--- src/rtl/fp_stack_pkg.sv ---
package fp_stack_pkg;

    // Register tag encoding
    typedef enum logic [1:0] {
        TAG_VALID   = 2'b00,
        TAG_ZERO    = 2'b01,
        TAG_SPECIAL = 2'b10,
        TAG_EMPTY   = 2'b11
    } tag_e;

    // Operation codes; 6 and 7 fall through as idle
    localparam logic [2:0] OP_NOP   = 3'd0;
    localparam logic [2:0] OP_PUSH  = 3'd1;
    localparam logic [2:0] OP_POP   = 3'd2;
    localparam logic [2:0] OP_WRITE = 3'd3;
    localparam logic [2:0] OP_XCHG  = 3'd4;
    localparam logic [2:0] OP_CHECK = 3'd5;

    // Status field bit positions
    localparam int ST_OVF_BIT   = 0;
    localparam int ST_UNF_BIT   = 1;
    localparam int ST_FAULT_BIT = 2;
    localparam int ST_TOP_LSB   = 3;

    // Decoded per-cycle fault result
    typedef struct packed {
        logic ovf;
        logic unf;
    } fault_t;

endpackage

--- src/rtl/fp_stack_classify.sv ---
module fp_stack_classify
    import fp_stack_pkg::*;
#(
    parameter int DATA_W = 80,
    parameter int EXP_W  = 15,
    localparam int MAG_W = DATA_W - 1,
    localparam int MAN_W = MAG_W - EXP_W
) (
    input  logic [MAG_W-1:0] mag_i,
    output tag_e             tag_o
);

    logic [EXP_W-1:0] exp_f;
    logic [MAN_W-1:0] man_f;

    assign exp_f = mag_i[MAG_W-1 -: EXP_W];
    assign man_f = mag_i[MAN_W-1:0];

    always_comb begin
        if (&exp_f) begin
            tag_o = TAG_SPECIAL;
        end else if ((exp_f == '0) && (man_f == '0)) begin
            tag_o = TAG_ZERO;
        end else begin
            tag_o = TAG_VALID;
        end
    end

endmodule

--- src/rtl/fp_stack_ctl.sv ---
module fp_stack_ctl
    import fp_stack_pkg::*;
#(
    parameter int DEPTH = 8,
    localparam int PTR_W = $clog2(DEPTH)
) (
    input  logic [2:0]         op_i,
    input  logic [PTR_W-1:0]   idx_i,
    input  logic [PTR_W-1:0]   top_i,
    input  logic [2*DEPTH-1:0] tags_i,
    output logic [PTR_W-1:0]   top_next_o,
    output logic [PTR_W-1:0]   st0_idx_o,
    output logic [PTR_W-1:0]   sti_idx_o,
    output logic               a_we_o,
    output logic [PTR_W-1:0]   a_idx_o,
    output logic               a_from_sti_o,
    output logic               b_we_o,
    output logic [PTR_W-1:0]   b_idx_o,
    output logic               free_we_o,
    output logic [PTR_W-1:0]   free_idx_o,
    output fault_t             fault_o
);

    logic [PTR_W-1:0] below;
    logic [PTR_W-1:0] above;
    tag_e             below_tag;
    tag_e             st0_tag;
    tag_e             sti_tag;

    assign st0_idx_o = top_i;
    assign sti_idx_o = top_i + idx_i;
    assign below     = top_i - PTR_W'(1);
    assign above     = top_i + PTR_W'(1);

    assign below_tag = tag_e'(tags_i[2*below +: 2]);
    assign st0_tag   = tag_e'(tags_i[2*top_i +: 2]);
    assign sti_tag   = tag_e'(tags_i[2*sti_idx_o +: 2]);

    always_comb begin
        top_next_o   = top_i;
        a_we_o       = 1'b0;
        a_idx_o      = sti_idx_o;
        a_from_sti_o = 1'b0;
        b_we_o       = 1'b0;
        b_idx_o      = sti_idx_o;
        free_we_o    = 1'b0;
        free_idx_o   = top_i;
        fault_o      = '0;
        case (op_i)
            OP_PUSH: begin
                if (below_tag != TAG_EMPTY) begin
                    fault_o.ovf = 1'b1;
                end else begin
                    a_we_o     = 1'b1;
                    a_idx_o    = below;
                    top_next_o = below;
                end
            end
            OP_POP: begin
                if (st0_tag == TAG_EMPTY) begin
                    fault_o.unf = 1'b1;
                end else begin
                    free_we_o  = 1'b1;
                    top_next_o = above;
                end
            end
            OP_WRITE: begin
                a_we_o = 1'b1;
            end
            OP_XCHG: begin
                a_we_o       = 1'b1;
                a_idx_o      = top_i;
                a_from_sti_o = 1'b1;
                b_we_o       = 1'b1;
            end
            OP_CHECK: begin
                fault_o.unf = (sti_tag == TAG_EMPTY);
            end
            default: begin
            end
        endcase
    end

endmodule

--- src/rtl/fp_stack_bank.sv ---
module fp_stack_bank
    import fp_stack_pkg::*;
#(
    parameter int DEPTH  = 8,
    parameter int DATA_W = 80,
    localparam int PTR_W = $clog2(DEPTH)
) (
    input  logic               clk,
    input  logic               rst,
    input  logic               a_we_i,
    input  logic [PTR_W-1:0]   a_idx_i,
    input  logic [DATA_W-1:0]  a_data_i,
    input  tag_e               a_tag_i,
    input  logic               b_we_i,
    input  logic [PTR_W-1:0]   b_idx_i,
    input  logic [DATA_W-1:0]  b_data_i,
    input  tag_e               b_tag_i,
    input  logic               free_we_i,
    input  logic [PTR_W-1:0]   free_idx_i,
    input  logic [PTR_W-1:0]   rd0_idx_i,
    input  logic [PTR_W-1:0]   rd1_idx_i,
    output logic [DATA_W-1:0]  rd0_data_o,
    output logic [DATA_W-1:0]  rd1_data_o,
    output logic [2*DEPTH-1:0] tag_word_o
);

    logic [DATA_W-1:0] words [DEPTH];

    for (genvar k = 0; k < DEPTH; k++) begin : g_row
        logic [DATA_W-1:0] word_q;
        tag_e              tag_q;
        logic              hit_a;
        logic              hit_b;
        logic              hit_free;

        assign hit_a    = a_we_i    && (a_idx_i    == PTR_W'(k));
        assign hit_b    = b_we_i    && (b_idx_i    == PTR_W'(k));
        assign hit_free = free_we_i && (free_idx_i == PTR_W'(k));

        always_ff @(posedge clk) begin
            if (rst) begin
                word_q <= '0;
                tag_q  <= TAG_EMPTY;
            end else if (hit_a) begin
                word_q <= a_data_i;
                tag_q  <= a_tag_i;
            end else if (hit_b) begin
                word_q <= b_data_i;
                tag_q  <= b_tag_i;
            end else if (hit_free) begin
                tag_q  <= TAG_EMPTY;
            end
        end

        assign words[k]              = word_q;
        assign tag_word_o[2*k +: 2]  = tag_q;
    end

    assign rd0_data_o = words[rd0_idx_i];
    assign rd1_data_o = words[rd1_idx_i];

endmodule

--- src/rtl/fp_stack_file.sv ---
module fp_stack_file
    import fp_stack_pkg::*;
#(
    parameter int DEPTH  = 8,
    parameter int DATA_W = 80,
    parameter int EXP_W  = 15,
    localparam int PTR_W  = $clog2(DEPTH),
    localparam int STAT_W = PTR_W + 3
) (
    input  logic               clk,
    input  logic               rst,
    input  logic [2:0]         op_i,
    input  logic [PTR_W-1:0]   idx_i,
    input  logic [DATA_W-1:0]  wr_data_i,
    output logic [DATA_W-1:0]  st0_data_o,
    output logic [1:0]         st0_tag_o,
    output logic [DATA_W-1:0]  sti_data_o,
    output logic [1:0]         sti_tag_o,
    output logic [2*DEPTH-1:0] tag_word_o,
    output logic [STAT_W-1:0]  status_o
);

    logic [PTR_W-1:0]   top_q;
    fault_t             fault_q;
    fault_t             fault_d;
    logic [PTR_W-1:0]   top_next;
    logic [PTR_W-1:0]   st0_idx;
    logic [PTR_W-1:0]   sti_idx;
    logic               a_we;
    logic [PTR_W-1:0]   a_idx;
    logic               a_from_sti;
    logic               b_we;
    logic [PTR_W-1:0]   b_idx;
    logic               free_we;
    logic [PTR_W-1:0]   free_idx;
    logic [2*DEPTH-1:0] tags;
    tag_e               in_tag;
    tag_e               st0_tag;
    tag_e               sti_tag;
    logic [DATA_W-1:0]  a_data;
    tag_e               a_tag;

    fp_stack_ctl #(.DEPTH(DEPTH)) u_ctl (
        .op_i         (op_i),
        .idx_i        (idx_i),
        .top_i        (top_q),
        .tags_i       (tags),
        .top_next_o   (top_next),
        .st0_idx_o    (st0_idx),
        .sti_idx_o    (sti_idx),
        .a_we_o       (a_we),
        .a_idx_o      (a_idx),
        .a_from_sti_o (a_from_sti),
        .b_we_o       (b_we),
        .b_idx_o      (b_idx),
        .free_we_o    (free_we),
        .free_idx_o   (free_idx),
        .fault_o      (fault_d)
    );

    fp_stack_classify #(.DATA_W(DATA_W), .EXP_W(EXP_W)) u_cls (
        .mag_i (wr_data_i[DATA_W-2:0]),
        .tag_o (in_tag)
    );

    assign st0_tag = tag_e'(tags[2*st0_idx +: 2]);
    assign sti_tag = tag_e'(tags[2*sti_idx +: 2]);

    assign a_data = a_from_sti ? sti_data_o : wr_data_i;
    assign a_tag  = a_from_sti ? sti_tag    : in_tag;

    fp_stack_bank #(.DEPTH(DEPTH), .DATA_W(DATA_W)) u_bank (
        .clk        (clk),
        .rst        (rst),
        .a_we_i     (a_we),
        .a_idx_i    (a_idx),
        .a_data_i   (a_data),
        .a_tag_i    (a_tag),
        .b_we_i     (b_we),
        .b_idx_i    (b_idx),
        .b_data_i   (st0_data_o),
        .b_tag_i    (st0_tag),
        .free_we_i  (free_we),
        .free_idx_i (free_idx),
        .rd0_idx_i  (st0_idx),
        .rd1_idx_i  (sti_idx),
        .rd0_data_o (st0_data_o),
        .rd1_data_o (sti_data_o),
        .tag_word_o (tags)
    );

    always_ff @(posedge clk) begin
        if (rst) begin
            top_q   <= '0;
            fault_q <= '0;
        end else begin
            top_q   <= top_next;
            fault_q <= fault_d;
        end
    end

    assign st0_tag_o  = st0_tag;
    assign sti_tag_o  = sti_tag;
    assign tag_word_o = tags;
    assign status_o   = {top_q, fault_q.ovf | fault_q.unf, fault_q.unf, fault_q.ovf};

endmodule

--- config.mk ---
export PLATFORM = sky130hd
export DESIGN_NAME = fp_stack_file
export DESIGN_NICKNAME = d
export VERILOG_FILES = /design/src/rtl/fp_stack_pkg.sv /design/src/rtl/fp_stack_classify.sv /design/src/rtl/fp_stack_ctl.sv /design/src/rtl/fp_stack_bank.sv /design/src/rtl/fp_stack_file.sv
export SDC_FILE = /design/constraint.sdc
export NUM_CORES = 2
export LEC_CHECK = 0
export BUFFER_PORTS_ARGS = -buffer_cell sky130_fd_sc_hd__buf_2
export CORE_AREA = 4 4 294 296
export CTS_BUF_LIST = sky130_fd_sc_hd__clkbuf_8
export DETAILED_ROUTE_END_ITERATION = 12
export DIE_AREA = 0 0 298 300
export PLACE_DENSITY = 0.8
export SLEW_MARGIN = 5
export SYNTH_ARGS = -nofsm -noshare
export SYNTH_HDL_FRONTEND = slang
export SYNTH_HIERARCHICAL = 1
export SYNTH_SLANG_ARGS = --single-unit
--- constraint.sdc ---
create_clock -name clk -period 3.5 [get_ports clk]
set_input_delay 0.175 -clock clk [delete_from_list [all_inputs] [get_ports clk]]
set_output_delay 0.175 -clock clk [all_outputs]
set_load 0.03 [all_outputs]
==> results.yml <==
run_status:
  outcome: "finished, violations left"
  violations: "setup timing"
critical_path:
  r2r_setup_slack_ns: 0.02
  cpMaxStageDelayCell: "mux4_2"
  rr_startpoint: "top_q[0]"
  path_cells: "buf_8, ha_4, inv_2, fa_2, inv_8, buf_12, buf_12, buf_12, mux4_2, mux2_4, buf_6"
  cp_num_buf_inv: 7
  reg2regPathDepth: 12
  worstPathArrival_ns: 3.37
  path_common_cell: "buf_12"
  startpoint_type: "register"
  cp-end-kind: "output port"
  required_ns: 3.32
  r2r-end: "u_bank/g_row[0].word_q[70]"
  max_stage_delay_ns: 0.48
  path_class: "register to output port"
  path_delay_family: "buffers and inverters"
  cp_max_fo: 8
sta:
  rsz0062_at_grt: "true"
  hold_ws_ns: 0.06092
  fmax_mhz: 282.2
  fin_skew_ns: 0.05031
  setup_violations: 19
  finalHoldViolations: 0
  fin_crit_ns: 3.543
  worst_slack_ns: -0.04327
  max-slew-margin-rel: 0.3072
  worst_pin_slew_ns: 1.039
  slew_viol_final: 0
  fin_crit_sh: 1.012
synth:
  syn-num-nets: 4510
  synth-warning-count: 6
  ys_ff_latch: 661
  syn_area_per_cell_um2: 9.401
  syn_area_mm2: 0.04153
  synth_area_leaders: "dfxtp_1, mux4_2, nand2_1"
  synth_ff_type: "dfxtp_1"
  yosys-top-cells-count: "nand2_1, dfxtp_1, nor2_1"
  synthArstFlopShare: 0
  seq_area_frac_synth: 0.3186
  yosysTopAreaCellShare: 0.3186
  synth_edf_count: 0
  syn_inst: 4418
  synth.most_common_cell: "nand2_1"
  synth.distinct_cells: 60
  synth_top_area_cell: "dfxtp_1"
grt:
  grt_max_degree: 109
  grt_pass1_vias: 38720
  grt_pass1_wl_mm: 229.2
  overflow: 0
  track_usage: 0.3247
  grt_antenna_before_repair: 10
floorplan:
  pin_count: 274
  fp.dieW_um: 298
  rows: 106
  start_util: 0.4971
  die_h_um: 300
  die_area_mm2: 0.08940
  fp.coreArea_mm2: 0.08356
clock_network:
  clk_pin_slew_ns: 0.06
  clk_latency_ns: 0.76
  cts-htree-levels: 3
  numCtsBuffers: 107
  cts_tree: "built"
  cts_sinks: 661
  clock_path_buffers: 3
  clockRootBuffer: "clkbuf_8"
placed_design:
  placed_area_mm2: 0.04388
  dpl.cell_count: 5309
  post-place-ws_ns: 0.05865
  post-dp-hpwl_mm: 87.85
  gp_congestion: 0.9189
  port_buffers: 273
final_layout:
  fin_area_mm2: 0.04798
  final_layout_size_suffix_gt1_frac: 0.3007
  final_nets: 4497
  final_cells: 5576
  synthToLayoutAreaGrowth_pct: 15.51
routing:
  drc_errors: 0
  drt_iter0_markers: 6446
  wirelength_mm: 158.2
  first_pass_iters: 7
  vias: 40030
  wl_per_cell_um: 28.37
  ant_nets: 0
  via_per_inst: 7.179
worst_hold_path:
  min_to: "u_bank/g_row[6].word_q[0]"
  holdCritStartpoint: "wr_data_i[0]"
  hold_depth: 4
  min_path_type: "input pin to register"
power_and_ir_drop:
  powerDensity_mw_per_mm2: 609.9
  ir_drop_mv: 0.4147
  total_power_mw: 29.26
  total_leakage_power_nw: 18.65
run:
  cap_violations: 0
flip-flops by register name (all words and copies together), names as in the netlist:
signal and count:
status_o 2, u_bank/g_row.tag_q 16, u_bank/g_row.word_q 640, top_q 3
worst min-delay path, delay by kind of cell:
kind	cells	cell delay, ns
simple gates	1	0.08
compound gates	1	0.19
mux	1	0.25
buf+inv	1	0.09
report_power, final:
group | internal [mW] | switching (mW) | total (mW) | leakage, nW
registers | 8.60 | 0.839 | 9.44 | 5.36
logic | 5.53 | 7.18 | 12.7 | 12.0
clock network | 3.73 | 3.38 | 7.11 | 1.28
total | 17.9 | 11.4 | 29.3 | 18.6
layout make-up:
type / instances / area (um2)
fill: 6539 / 35580
multi-input combinational: 3121 / 25850
sequential: 661 / 13240
timing repair buffer: 500 / 5214
clock buffer: 144 / 1982
tap: 1080 / 1351
clock inverter: 50 / 256.5
inverter: 14 / 60.06
antenna: 6 / 15.01
layout by cell type (no fill, tap or decap), types with 18 or more instances in the layout:
master,Yosys,layout
mux2i_1,255,255
buf_6,23,72
clkbuf_8,0,145
buf_2,134,204
buf_12,0,90
nor2_1,653,650
a211oi_1,241,238
nor4_1,19,18
mux4_2,329,329
a311oi_2,70,71
a311oi_1,330,329
dfxtp_1,661,658
inv_1,14,44
buf_4,42,100
nand2_1,816,816
mux2_2,245,181
mux2_4,0,64
through the flow:
step | util | TNS (ns)
finish | 0.5742 | -0.3302
global route | 0.5741 | -2.386
CTS | 0.5665 | -0.6816
detailed placement | 0.5252 | 0
global placement | 0.5252 | 0
floorplan | - | -0.003231
per-layer routing:
metal	GRT usage	wire length, um
met5	0	39
met4	0.2130	11820
met3	0.1103	26010
met2	0.4827	66660
met1	0.4026	53670
cells by family (layout without fill, tap and decap cells):
kind of cell             Yosys count  count (layout)  synth area share
AND/OR/NAND/NOR                 1584            1584            0.1541
multiplexers                     829             829            0.3063
AO/OA/AOI/OAI                    699             700            0.1485
flip-flops                       661             661            0.3186
buffers and inverters            637             708           0.07040
adder cells (fa/ha/maj)            4               4          0.001386
XOR/XNOR                           4               4         0.0008436
other                              0               6                 0
worst max path at each step:
stage                   from                         end  slack (ns)  depth (start not counted)
global route        top_q[0]              sti_data_o[42]       -0.09                         11
floorplan           top_q[0]    u_bank/g_row[5].tag_q[1]      -0.003                         15
global placement    top_q[1]  u_bank/g_row[0].word_q[39]        0.12                         11
finish              top_q[0]              sti_data_o[46]       -0.04                         11
CTS                 top_q[0]              sti_data_o[41]       -0.05                         11
detailed placement  top_q[1]  u_bank/g_row[3].word_q[65]        0.06                         11
timing repair:
| action | 4_1_cts | 5_1_grt |
|---|---|---|
| buffers inserted | 36 | 14 |
| resized for setup | 179 | 79 |
| setup endpoints to repair | 123 | 525 |
| endpoints found under the hold margin | 5 | 0 |
| pin swaps | 2 | 6 |
| hold buffers | 1 | 0 |
| cloned | 8 | 11 |
Power figures use the tool's default switching activity.
